## src/rtl/sdb_pkg.sv

```systemverilog
package sdb_pkg;

   // Which source drives a lane output in the current cycle.
   typedef enum logic [1:0] {
      SRC_NONE   = 2'd0,
      SRC_QUEUE  = 2'd1,
      SRC_BYPASS = 2'd2
   } src_e;

   // Index width for a storage of n entries (at least one bit).
   function automatic int unsigned idx_width(input int unsigned n);
      return (n > 1) ? $clog2(n) : 1;
   endfunction

endpackage

```

## src/rtl/sdb_fifo.sv

```systemverilog
module sdb_fifo #(
   parameter int unsigned WIDTH = 8,
   parameter int unsigned DEPTH = 4
) (
   input  logic             clk,
   input  logic             rst_n,
   input  logic             push_i,
   input  logic [WIDTH-1:0] push_data_i,
   input  logic             pop_i,
   output logic [WIDTH-1:0] head_o,
   output logic             empty_o,
   output logic             full_o,
   output logic             ovf_o
);
   import sdb_pkg::*;

   localparam int unsigned PW   = idx_width(DEPTH);
   localparam int unsigned CW   = $clog2(DEPTH + 1);
   localparam bit          POW2 = (DEPTH == (1 << PW));

   generate
      if (DEPTH < 1) begin : g_bad_depth
         $error("sdb_fifo: DEPTH must be at least 1");
      end
   endgenerate

   logic [WIDTH-1:0] store_q [DEPTH];
   logic [PW-1:0]    wr_q, rd_q, wr_nxt, rd_nxt;
   logic [CW-1:0]    cnt_q;
   logic             push_ok, pop_ok;

   assign empty_o = (cnt_q == '0);
   assign full_o  = (cnt_q == CW'(DEPTH));
   assign pop_ok  = pop_i && !empty_o;
   assign push_ok = push_i && (!full_o || pop_ok);
   assign ovf_o   = push_i && !push_ok;
   assign head_o  = store_q[rd_q];

   // Pointer advance: free-running wrap for power-of-two depths, compare otherwise.
   generate
      if (POW2) begin : g_wrap_free
         assign wr_nxt = wr_q + PW'(1);
         assign rd_nxt = rd_q + PW'(1);
      end else begin : g_wrap_cmp
         assign wr_nxt = (wr_q == PW'(DEPTH - 1)) ? '0 : wr_q + PW'(1);
         assign rd_nxt = (rd_q == PW'(DEPTH - 1)) ? '0 : rd_q + PW'(1);
      end
   endgenerate

   always_ff @(posedge clk) begin
      if (push_ok) begin
         store_q[wr_q] <= push_data_i;
      end
   end

   always_ff @(posedge clk) begin
      if (!rst_n) begin
         wr_q  <= '0;
         rd_q  <= '0;
         cnt_q <= '0;
      end else begin
         if (push_ok) begin
            wr_q <= wr_nxt;
         end
         if (pop_ok) begin
            rd_q <= rd_nxt;
         end
         case ({push_ok, pop_ok})
            2'b10:   cnt_q <= cnt_q + CW'(1);
            2'b01:   cnt_q <= cnt_q - CW'(1);
            default: cnt_q <= cnt_q;
         endcase
      end
   end

endmodule

```

## src/rtl/sdb_stall_delay.sv

```systemverilog
module sdb_stall_delay #(
   parameter int unsigned DLY = 3
) (
   input  logic clk,
   input  logic rst_n,
   input  logic stall_i,
   output logic stall_o
);

   generate
      if (DLY < 1) begin : g_bad_dly
         $error("sdb_stall_delay: DLY must be at least 1");
      end else if (DLY == 1) begin : g_single
         logic stage_q;
         always_ff @(posedge clk) begin
            if (!rst_n) begin
               stage_q <= 1'b0;
            end else begin
               stage_q <= stall_i;
            end
         end
         assign stall_o = stage_q;
      end else begin : g_chain
         logic [DLY-1:0] chain_q;
         always_ff @(posedge clk) begin
            if (!rst_n) begin
               chain_q <= '0;
            end else begin
               chain_q <= {chain_q[DLY-2:0], stall_i};
            end
         end
         assign stall_o = chain_q[DLY-1];
      end
   endgenerate

endmodule

```

## src/rtl/sdb_hold_lane.sv

```systemverilog
module sdb_hold_lane #(
   parameter int unsigned WIDTH = 8,
   parameter int unsigned DEPTH = 4
) (
   input  logic             clk,
   input  logic             rst_n,
   input  logic             hold_i,
   input  logic             in_valid_i,
   input  logic [WIDTH-1:0] in_data_i,
   output logic             out_valid_o,
   output logic [WIDTH-1:0] out_data_o,
   output logic             backlog_o,
   output logic             ovf_o
);
   import sdb_pkg::*;

   src_e             src;
   logic             q_push, q_pop, q_empty, q_full;
   logic [WIDTH-1:0] q_head;

   // Queued entries always win over new input; nothing leaves while held.
   always_comb begin
      if (hold_i) begin
         src = SRC_NONE;
      end else if (!q_empty) begin
         src = SRC_QUEUE;
      end else if (in_valid_i) begin
         src = SRC_BYPASS;
      end else begin
         src = SRC_NONE;
      end
   end

   assign q_push = in_valid_i && (hold_i || !q_empty);
   assign q_pop  = (src == SRC_QUEUE);

   sdb_fifo #(
      .WIDTH (WIDTH),
      .DEPTH (DEPTH)
   ) u_fifo (
      .clk         (clk),
      .rst_n       (rst_n),
      .push_i      (q_push),
      .push_data_i (in_data_i),
      .pop_i       (q_pop),
      .head_o      (q_head),
      .empty_o     (q_empty),
      .full_o      (q_full),
      .ovf_o       (ovf_o)
   );

   always_comb begin
      case (src)
         SRC_QUEUE: out_data_o = q_head;
         default:   out_data_o = in_data_i;
      endcase
   end

   assign out_valid_o = (src != SRC_NONE);
   assign backlog_o   = !q_empty;

   logic unused_full;
   assign unused_full = q_full;

endmodule

```

## src/rtl/sdb_stall_buffer.sv

```systemverilog
module sdb_stall_buffer #(
   parameter int unsigned ADDR_W   = 16,
   parameter int unsigned DATA_W   = 32,
   parameter int unsigned DIST_DLY = 3,
   parameter int unsigned MEM_LAT  = 6,
   parameter int unsigned RQ_DEPTH = DIST_DLY,
   parameter int unsigned RD_DEPTH = DIST_DLY + MEM_LAT
) (
   input  logic              clk,
   input  logic              rst_n,
   input  logic              stall_req_i,
   output logic              stall_dist_o,
   input  logic              lreq_valid_i,
   input  logic              lreq_we_i,
   input  logic [ADDR_W-1:0] lreq_addr_i,
   input  logic [DATA_W-1:0] lreq_wdata_i,
   output logic              mreq_valid_o,
   output logic              mreq_we_o,
   output logic [ADDR_W-1:0] mreq_addr_o,
   output logic [DATA_W-1:0] mreq_wdata_o,
   input  logic              mrd_valid_i,
   input  logic [DATA_W-1:0] mrd_data_i,
   output logic              lrd_valid_o,
   output logic [DATA_W-1:0] lrd_data_o,
   output logic              ovf_o
);

   localparam int unsigned REQ_W = 1 + ADDR_W + DATA_W;

   // Sizing rules checked at elaboration.
   generate
      if (DIST_DLY < 1) begin : g_bad_dly
         $error("sdb_stall_buffer: DIST_DLY must be at least 1");
      end
      if (RQ_DEPTH < DIST_DLY) begin : g_bad_rq
         $error("sdb_stall_buffer: RQ_DEPTH below the distribution delay");
      end
      if (RD_DEPTH < DIST_DLY + MEM_LAT) begin : g_bad_rd
         $error("sdb_stall_buffer: RD_DEPTH below delay plus memory latency");
      end
   endgenerate

   logic             rq_backlog, rd_backlog;
   logic             rq_ovf, rd_ovf, ovf_q;
   logic [REQ_W-1:0] rq_in, rq_out;

   sdb_stall_delay #(
      .DLY (DIST_DLY)
   ) u_dly (
      .clk     (clk),
      .rst_n   (rst_n),
      .stall_i (stall_req_i),
      .stall_o (stall_dist_o)
   );

   assign rq_in = {lreq_we_i, lreq_addr_i, lreq_wdata_i};

   // Request lane: held by the raised stall, replayed to the memory.
   sdb_hold_lane #(
      .WIDTH (REQ_W),
      .DEPTH (RQ_DEPTH)
   ) u_req_lane (
      .clk         (clk),
      .rst_n       (rst_n),
      .hold_i      (stall_req_i),
      .in_valid_i  (lreq_valid_i),
      .in_data_i   (rq_in),
      .out_valid_o (mreq_valid_o),
      .out_data_o  (rq_out),
      .backlog_o   (rq_backlog),
      .ovf_o       (rq_ovf)
   );

   assign {mreq_we_o, mreq_addr_o, mreq_wdata_o} = rq_out;

   // Read lane: held by the distributed stall, drained to the logic.
   sdb_hold_lane #(
      .WIDTH (DATA_W),
      .DEPTH (RD_DEPTH)
   ) u_rd_lane (
      .clk         (clk),
      .rst_n       (rst_n),
      .hold_i      (stall_dist_o),
      .in_valid_i  (mrd_valid_i),
      .in_data_i   (mrd_data_i),
      .out_valid_o (lrd_valid_o),
      .out_data_o  (lrd_data_o),
      .backlog_o   (rd_backlog),
      .ovf_o       (rd_ovf)
   );

   always_ff @(posedge clk) begin
      if (!rst_n) begin
         ovf_q <= 1'b0;
      end else if (rq_ovf || rd_ovf) begin
         ovf_q <= 1'b1;
      end
   end

   assign ovf_o = ovf_q;

endmodule

```

## config.mk

```make
export PLATFORM = sky130hd
export DESIGN_NAME = sdb_stall_buffer
export DESIGN_NICKNAME = d
export VERILOG_FILES = /design/src/rtl/sdb_pkg.sv /design/src/rtl/sdb_fifo.sv /design/src/rtl/sdb_stall_delay.sv /design/src/rtl/sdb_hold_lane.sv /design/src/rtl/sdb_stall_buffer.sv
export SDC_FILE = /design/constraint.sdc
export NUM_CORES = 1
export LEC_CHECK = 0
export CORE_ASPECT_RATIO = 1.25
export CORE_MARGIN = 3
export CORE_UTILIZATION = 50
export DETAILED_ROUTE_END_ITERATION = 16
export MAX_ROUTING_LAYER = met4
export PLACE_DENSITY = 0.81
export SLEW_MARGIN = 0
export SYNTH_ARGS = -nofsm -noshare
export SYNTH_HDL_FRONTEND = slang
export SYNTH_SLANG_ARGS = --single-unit
```

## constraint.sdc

```tcl
create_clock -name clk -period 7.5 [get_ports clk]
set_clock_uncertainty 0.05 [all_clocks]
set_input_delay 1.5 -clock clk [delete_from_list [all_inputs] [get_ports clk]]
set_output_delay 1.5 -clock clk [all_outputs]
set_load 0.005 [all_outputs]
```

---- Yosys cells after proc, flatten, opt, wreduce, memory -nomap -nowiden ----
Memories as Yosys holds them, arrays and structs flattened. A register that Yosys moved wholly into a read port is not among the register bits.
Index checks and enable logic that the tools add are counted.
word-level totals
  input bits .............................. 86
  bits in writable memories ............... 435
  output and inout port bits .............. 85
  memories ................................ 2
  register bits ........................... 22
memory list
  name                       depth  bits a word  rd ports  clocked after Yosys merged registers in  wr ports  line            source
  u_rd_lane.u_fifo.store_q   9      32           1         1                                        1         sdb_fifo.sv:27  logic [WIDTH-1:0] store_q [DEPTH];
  u_req_lane.u_fifo.store_q  3      49           1         1                                        1         sdb_fifo.sv:27
operators by class
  $add $sub $neg .......................... 8
  muxes and demuxes ....................... 22
  reductions and logical operators ........ 25
  equality and inequality tests ........... 12
operator list
  operator                                                             number
  49-bit two-way mux                                                   1
  32-bit two-way mux                                                   1
  2-bit two-way mux                                                    10
  4-bit two-way mux                                                    4
  4-bit by 1-bit adder with 4-bit output (second input constant)       3
  4-bit == test (second input constant)                                3
  2-bit == test (second input constant)                                5
  2-bit by 1-bit == test with 1-bit output (second input constant)     4
  1-bit logical AND                                                    8
  4-bit case mux with 2 select lines                                   1
  2-bit nonzero test                                                   4
  2-bit by 1-bit adder with 2-bit output (second input constant)       3
  1-bit zero test                                                      6
  1-bit logical OR                                                     5
  4-bit zero test                                                      1
  1-bit two-way mux                                                    4
  2-bit case mux with 2 select lines                                   1
  4-bit by 1-bit subtractor with 4-bit output (second input constant)  1
  2-bit zero test                                                      1
  2-bit by 1-bit subtractor with 2-bit output (second input constant)  1

---- Depth between registers and ports, before layout ----
Gate-level depths: netlist (run 1).
  depth after elaboration ................. 10
  gate-level depth with buffers ........... 9

---- By module ----
A second synthesis (run 1) with hierarchy kept.
unflattened totals
  cell total of the unflattened synthesis .. 1052
  area, all modules ....................... 18814.3 µm²
by module, submodules not included
  module                         area each (µm²)  cells an instance  times used
  sdb_fifo at u_rd_lane.u_fifo   11798.8          587                1
  sdb_fifo at u_req_lane.u_fifo  5813.1           358                1
  sdb_hold_lane at u_req_lane    663.1            59                 1
  sdb_hold_lane at u_rd_lane     431.7            40                 1
  sdb_stall_delay                78.8             6                  1
  sdb_stall_buffer               28.8             2                  1

---- Least setup slack after synthesis (run 1) ----
No wires, ideal clock.
  path type ............................... in2reg
  from .................................... input port stall_req_i
  to ...................................... memory u_req_lane.u_fifo.store_q[2][0] (netlist name) (enable)
  library setup time ...................... 0.526 ns
  buffers on the path ..................... 0
  arrival ................................. 5.382 ns
  cell stages on the path ................. 3
  slack ................................... 1.541 ns
  path through ............................ or3_1 > nand3_1 > nor3b_1
between the ends
  word-level cells in the longest chain between the ends .. 7
  elaborated cells between the ends (all ways) .. 9
  classes of those cells .................. 1 x eq/ne; 3 x mux; 5 x reduce/logical
ends and longest elaborated chain
  element                                      line                    source
  from (decl)                                  sdb_stall_buffer.sv:11  input logic stall_req_i,
  2-bit two-way mux                            sdb_hold_lane.sv:23     if (hold_i) begin
  2-bit by 1-bit == test with 1-bit output     sdb_hold_lane.sv:35     assign q_pop = (src == SRC_QUEUE);
  1-bit logical AND                            sdb_fifo.sv:34          assign pop_ok = pop_i && !empty_o;
  1-bit logical OR                             sdb_fifo.sv:35          assign push_ok = push_i && (!full_o || pop_ok);
  1-bit logical AND (*)                        sdb_fifo.sv:35
  1-bit two-way mux (*)                        sdb_fifo.sv:51          if (push_ok) begin
  1-bit two-way mux (implied by the code) (*)  sdb_fifo.sv:52          store_q[wr_q] <= push_data_i;
  to (decl)                                    sdb_fifo.sv:27
Mark *: on every way between the ends. The rest lies on a longest branch, timed or not.

---- Worst setup path after layout (run 1) ----
  from .................................... input port stall_req_i
  to ...................................... output port mreq_wdata_o[3]
between the ends
  word-level cells in the longest chain between the ends .. 3
ends and longest elaborated chain
  element                                   line                    source
  2-bit two-way mux                         sdb_hold_lane.sv:23
  2-bit by 1-bit == test with 1-bit output  sdb_hold_lane.sv:53     case (src)
  49-bit two-way mux                        sdb_hold_lane.sv:53
  to (decl)                                 sdb_stall_buffer.sv:20  output logic [DATA_W-1:0] mreq_wdata_o,
Every way passes these cells.

==> results of run 1 <==
stage by stage:
step	power [mW]	area, um^2	instances	util, %	hold WS, ns
after detailed placement	5.085	20910	1701	57.12	0.3695
after global routing	7.429	22240	1780	60.78	0.4087
after global placement	5.016	20910	1701	57.12	0.3638
after floorplan	4.322	18680	1095	-	0.3619
after CTS	7.154	22240	1778	60.77	0.3845
final	7.079	22240	1780	60.78	0.3830
routing by layer:
layer | vias to the layer above | wire (um) | GRT usage, %
li1 | 4624 | - | -
met1 | 4924 | 15020 | 24.14
met2 | 326 | 18160 | 30.87
met3 | 54 | 2504 | 4.077
met4 | 0 | 673 | 4.703
met5 | - | 0 | -
cells in the mapped netlist, types with 22 or more instances:
library cell,count
a21oi_1,53
buf_2,22
clkbuf_1,31
dfxtp_1,28
edfxtp_1,435
mux2_2,32
mux2i_1,86
mux4_1,39
mux4_2,25
nand2_1,103
nor2_1,59
o21ai_0,57
o21ai_1,30
final cells by class:
type | instances | share of cell area (%)
antenna | 2 | 0.02250
clock buffer | 57 | 5.209
clock inverter | 20 | 0.7875
inverter | 10 | 0.1687
multi-input combinational | 558 | 21.50
sequential | 463 | 61.28
tap | 480 | 2.700
timing repair buffer | 190 | 8.325
how the worst max path moves through the flow:
stage	startpoint	end	slack [ns]	depth (start not counted)
finish	stall_req_i	mreq_wdata_o[3]	2.15	6
global route	stall_req_i	mreq_wdata_o[3]	1.92	6
CTS	stall_req_i	mreq_wdata_o[3]	2.12	6
detailed placement	stall_req_i	mreq_wdata_o[16]	2.16	6
global placement	stall_req_i	mreq_addr_o[2]	2.25	6
floorplan	stall_req_i	u_req_lane.u_fifo.store_q[2][0]	1.54	3
worst max-delay path, delay by kind of cell:
| family | cells | cell delay [ns] |
|---|---|---|
| AOI/OAI and AO/OA | 2 | 0.38 |
| buffers and inverters | 3 | 1.75 |
| and+or+nand+nor | 1 | 0.13 |
logic make-up (layout without fill, tap and decap cells):
kind of cell	after synthesis	in the layout	synth area share (%)
muxes	182	182	15.04
buffers and inverters	74	277	1.916
adders and majority gates	10	10	0.7101
DFF	463	463	72.94
other	0	2	0
and+or+nand+nor	204	204	4.723
AOI/OAI and AO/OA	158	158	4.488
xor gates and xnor gates	4	4	0.1875
sequential cells by signal (all words and copies together) (netlist names), named ones only:
name,count
u_rd_lane.u_fifo.store_q,288
u_req_lane.u_fifo.store_q,147
u_rd_lane.u_fifo.cnt_q,4
u_rd_lane.u_fifo.rd_q,4
u_rd_lane.u_fifo.wr_q,4
u_dly.g_chain.chain_q,3
u_req_lane.u_fifo.cnt_q,2
u_req_lane.u_fifo.rd_q,2
u_req_lane.u_fifo.wr_q,2
ovf_o,1
layout by cell type (no fill, tap or decap), types with 5 or more instances in the layout:
cell / n
edfxtp_1: 435
clkdlybuf4s50_1: 170
nand2_1: 103
mux2i_1: 86
o21ai_0: 57
nor2_1: 55
a21oi_1: 53
clkbuf_16: 43
mux4_1: 39
mux2_2: 32
o21ai_1: 30
mux4_2: 25
dfxtp_1: 23
buf_4: 20
clkbuf_1: 11
inv_1: 10
ha_1: 9
nand3_1: 7
and2_1: 7
clkinv_2: 7
a21boi_0: 5
clkinv_1: 5
power breakdown:
group	switching [mW]	internal (mW)	total, mW
sequential	0.117	3.06	3.17
combinational	0.868	0.972	1.84
clock	0.907	1.16	2.07
total	1.89	5.19	7.08
==> flow_metrics.tcl, run 1 <==
set metrics [dict create \
    die-area_um2 39730 \
    p_leak_nw 7.227 \
    synth_seq_cells 463 \
    vias_per_cell 5.578 \
    cpPeakStageDelay_ns 0.64 \
    cts_made_buffers 42 \
    rows 78 \
    gr-total-overflow 0 \
    criticalPathCategory "in -> out" \
    top_level_ports 171 \
    syn_to_final_growth_pct 19.09 \
    async_flop_share_pct 0 \
    timing_hold_violations_final 0 \
    period_minus_slack_ns 5.346 \
    nFillCells 2618 \
    worstPathArrival_ns 3.80 \
    yosys.area.top_type_share_pct 69.94 \
    synth_edf_count 435 \
    slew_headroom_pct 37.68 \
    regArea_um2 13630 \
    cts.htree.levels 2 \
    ys_types 45 \
    syn_inst 1095 \
    synth.top_cells.by_area "edfxtp_1 70%, mux4_1 5.5%, mux2i_1 4.6%" \
    post_drt_wl_per_cell_um 20.43 \
    cp_cell_sequence "clkdlybuf4s50_1 > o21bai_4 > buf_4 > nand2_1 > o21ai_0 > clkdlybuf4s50_1" \
    crit_path_start_kind "input pin" \
    peakVddDrop_mv 0.2066 \
    timing.rr.start "u_dly.g_chain.chain_q[2]" \
    clk_latency_ns 0.55 \
    holdPathStages 1 \
    yosysTopAreaCell "edfxtp_1" \
    critical_path.most_common_cell "clkdlybuf4s50_1" \
    hold_end "u_dly.g_chain.chain_q[2]" \
    grt_start_max_net_pins 89 \
    ctsRootBufferMaster "clkbuf_16" \
    drtIter0Drc 726 \
    routabilityCongestion 0.7260 \
    initial_core_util_pct 51.04 \
    crit_fanout 88 \
    dp_slack_ns 2.165 \
    die_w_um 178.9 \
    hp-class "reg -> reg" \
    clock-sinks 463 \
    synth_seq_area_share_pct 72.94 \
    crit_required_ns 5.95 \
    drt_wl_total_um 36360 \
    cts_tree "built" \
    synth_ff_type "edfxtp_1" \
    rr_worst_depth 5 \
    multi_input_area_um2 4783 \
    hold_buffers 0 \
    status "completed" \
    hpwl_um 20180 \
    critical-path-slowest-cell "buf_4" \
    tightestPinTransition_ns 0.9319 \
    first_pass_iters 5 \
    drive_above_1_share_pct 12.33 \
    maxSlewViolCount 0 \
    synth_area_um2 18680 \
    route.detailed.drc 0 \
    clockBufferDepth 3 \
    rsz0062_at_grt "no" \
    antenna_found_initial 2 \
    io_buffers 170 \
    min-delay-start "u_dly.g_chain.chain_q[1]" \
    grt_pass1_vias 10260 \
    min_period_over_period_pct 71.28 \
    finalNetCount 1361 \
    fin_ws_ns 2.154 \
    fp.coreArea_um2 36600 \
    reg2reg_to "u_rd_lane.u_fifo.store_q[1][24]" \
    cp-end-kind "output pin" \
    finalSetupTns_ns 0 \
    power_density_nw_per_um2 318.2 \
    fmax_mhz 187.1 \
    syn_avg_cell_area_um2 17.06 \
    ys_warn_count 0 \
    post_cts_resized 0 \
    grt_first_pass_wirelength_um 56510 \
    cts_setup_buffers 0 \
    synth.net_count 1191 \
    r2r_slack_ns 4.71 \
    clk_pin_slew_ns 0.06 \
    via_count 9928 \
    die_h_um 222.1 \
    finalSetupViolCount 0 \
    cap_violations 0 \
    track_usage_pct 18.84 \
    antenna_left 0 \
]
Power figures use the tool's default switching activity.
==> run 2: changes to the inputs <==
==> constraint.sdc (replaced) <==
create_clock -name clk -period 5 [get_ports clk]
set_clock_uncertainty 0.05 [all_clocks]
set_input_delay 1 -clock clk [delete_from_list [all_inputs] [get_ports clk]]
set_output_delay 1 -clock clk [all_outputs]
set_load 0.005 [all_outputs]
==> run 2 against run 1 <==
Compared with the run above:
- global-route usage is 0.31 points higher
- clock-buffer cell count is 1 higher
- clock power is 53% higher
- combinational power is 52% higher
- hold slack worse by 0.0011 ns
- via count is 0.91% higher
- power is 52% higher
- largest cell class unchanged
- design area is 0.92% higher
==> flow_metrics.tcl, run 2 (same netlist as run 1, synthesis figures left out) <==
set metrics [dict create \
    fp.coreArea_um2 36600 \
    dp_slack_ns 0.9016 \
    slew_headroom_pct 38.24 \
    antenna_left 0 \
    die-area_um2 39730 \
    regMostFlops "u_rd_lane.u_fifo.store_q" \
    finalSetupViolCount 0 \
    fin_cells 1792 \
    path_buf_inv 2 \
    wl_met2_um 18960 \
    cts.htree.levels 2 \
    worstPathArrival_ns 3.29 \
    post_drt_wl_per_cell_um 20.68 \
    drtIter0Drc 718 \
    drt_wl_total_um 37060 \
    critical-path-slowest-cell "dfxtp_4" \
    syn_to_final_growth_pct 20.18 \
    fmax_mhz 230.2 \
    hold_end "u_dly.g_chain.chain_q[2]" \
    wl_met1_um 14840 \
    holdWs_ns 0.3819 \
    power_density_nw_per_um2 479.5 \
    final_common_cell "edfxtp_1" \
    antenna_found_initial 2 \
    p_leak_nw 7.333 \
    die_w_um 178.9 \
    clk_pin_slew_ns 0.06 \
    cpPeakStageDelay_ns 0.81 \
    initial_core_util_pct 51.04 \
    most-common-layout-cells "435 x edfxtp_1, 170 x clkdlybuf4s50_1, 103 x nand2_1" \
    timing_hold_violations_final 0 \
    hold_buffers 0 \
    routed.top_layer "met4" \
    clock-sinks 463 \
    grt_pass1_vias 10140 \
    cts_made_buffers 44 \
    post-place-cells 1709 \
    crit_required_ns 3.95 \
    rows 78 \
    cp_cell_sequence "buf_4 > mux4_1 > mux2_2 > mux2i_1 > o21ai_1 > clkdlybuf4s50_1" \
    cp-end-kind "output pin" \
    vias_per_cell 5.590 \
    reg2reg_to "u_rd_lane.u_fifo.store_q[0][22]" \
    ctsRootBufferMaster "clkbuf_16" \
    die_h_um 222.1 \
    io_buffers 170 \
    period_minus_slack_ns 4.344 \
    route.detailed.drc 0 \
    hpwl_um 22570 \
    tightestPinTransition_ns 0.9252 \
    clk_latency_ns 0.55 \
    grt_first_pass_wirelength_um 56720 \
    clockBufferDepth 3 \
    via_count 10020 \
    post-route-util_pct 61.34 \
    criticalPathCategory "reg -> out" \
    cts_tree "built" \
    grt_start_max_net_pins 77 \
    min_period_over_period_pct 86.89 \
    r2r_slack_ns 2.22 \
    maxSlewViolCount 0 \
    rsz0062_at_grt "no" \
    largest_reg_flops 288 \
    crit_fanout 39 \
    min-delay-start "u_dly.g_chain.chain_q[1]" \
    status "completed" \
    gr-total-overflow 0 \
    top_level_ports 171 \
    cap_violations 0 \
    cts_setup_buffers 0 \
    hp-class "reg -> reg" \
    dr_wl_met3_um 2519 \
    holdPathStages 1 \
    routabilityCongestion 0.7611 \
    finalNetCount 1371 \
    fin_ws_ns 0.6555 \
    rr_worst_depth 5 \
    track_usage_pct 19.15 \
    post_cts_resized 0 \
    first_pass_iters 5 \
    largestRegisters "u_rd_lane.u_fifo.store_q (288), u_req_lane.u_fifo.store_q (147)" \
    drive_above_1_share_pct 13.21 \
    timing.rr.start "u_dly.g_chain.chain_q[2]" \
    nFillCells 2566 \
    crit_path_start_kind "flop" \
    peakVddDrop_mv 0.2980 \
    cp_top_family "multiplexers" \
]
run 2: changes by cell type in the layout (fill, tap and decap cells not counted), moves of 3 or more:
cell       delta
clkbuf_16     +5
buf_12        +4
buf_4         +4
clkbuf_1      -4
clkinv_1      +3
run 2: metrics by stage:
stage,total power [mW],cell area [um^2],TNS (ns)
floorplan,6.483,18690,-11.80
global placement,7.578,21030,0
detailed placement,7.687,21030,0
CTS,10.89,22440,0
global route,11.28,22450,0
finish,10.76,22450,0
run 2: final cells by class:
type,count,area [um^2],area share [%]
Antenna cell,2,5.005,0.02230
Clock buffer,58,1269,5.652
Clock inverter,23,143.9,0.6410
Inverter,10,37.54,0.1672
Multi-Input combinational cell,558,4798,21.38
Sequential cell,463,13630,60.73
Tap cell,480,600.6,2.675
Timing Repair Buffer,198,1962,8.740
run 2: power by group:
group,switching (mW),internal (mW)
sequential,0.222,4.58
combinational,1.29,1.50
clock,1.37,1.80
run 2: worst max-delay path by stage:
| stage | to | slack, ns | depth (start not counted) |
|---|---|---|---|
| 2_1_floorplan | u_rd_lane.u_fifo.store_q[0][0] | -0.17 | 3 |
| 6_report | lrd_data_o[6] | 0.66 | 6 |
| 4_1_cts | lrd_data_o[6] | 0.58 | 6 |
| 3_3_place_gp | mreq_wdata_o[17] | 1.03 | 6 |
| 3_5_place_dp | mreq_wdata_o[12] | 0.90 | 6 |
| 5_1_grt | lrd_data_o[6] | 0.47 | 6 |
run 2: layer usage:
metal	track usage, %	vias to the layer above
met2	31.86	347
met4	4.804	0
met1	24.42	4976
met5	-	-
li1	-	4643
met3	3.631	52
==> run 3: changes to the inputs <==
--- a/config.mk
+++ b/config.mk
@@ -5,6 +5,7 @@
 export SDC_FILE = /design/constraint.sdc
 export NUM_CORES = 1
 export LEC_CHECK = 0
+export CAP_MARGIN = 20
 export CORE_ASPECT_RATIO = 1.25
 export CORE_MARGIN = 3
 export CORE_UTILIZATION = 50
==> results of run 3 <==
No change in the layout: final DEF, timing and power equal those of run 2.
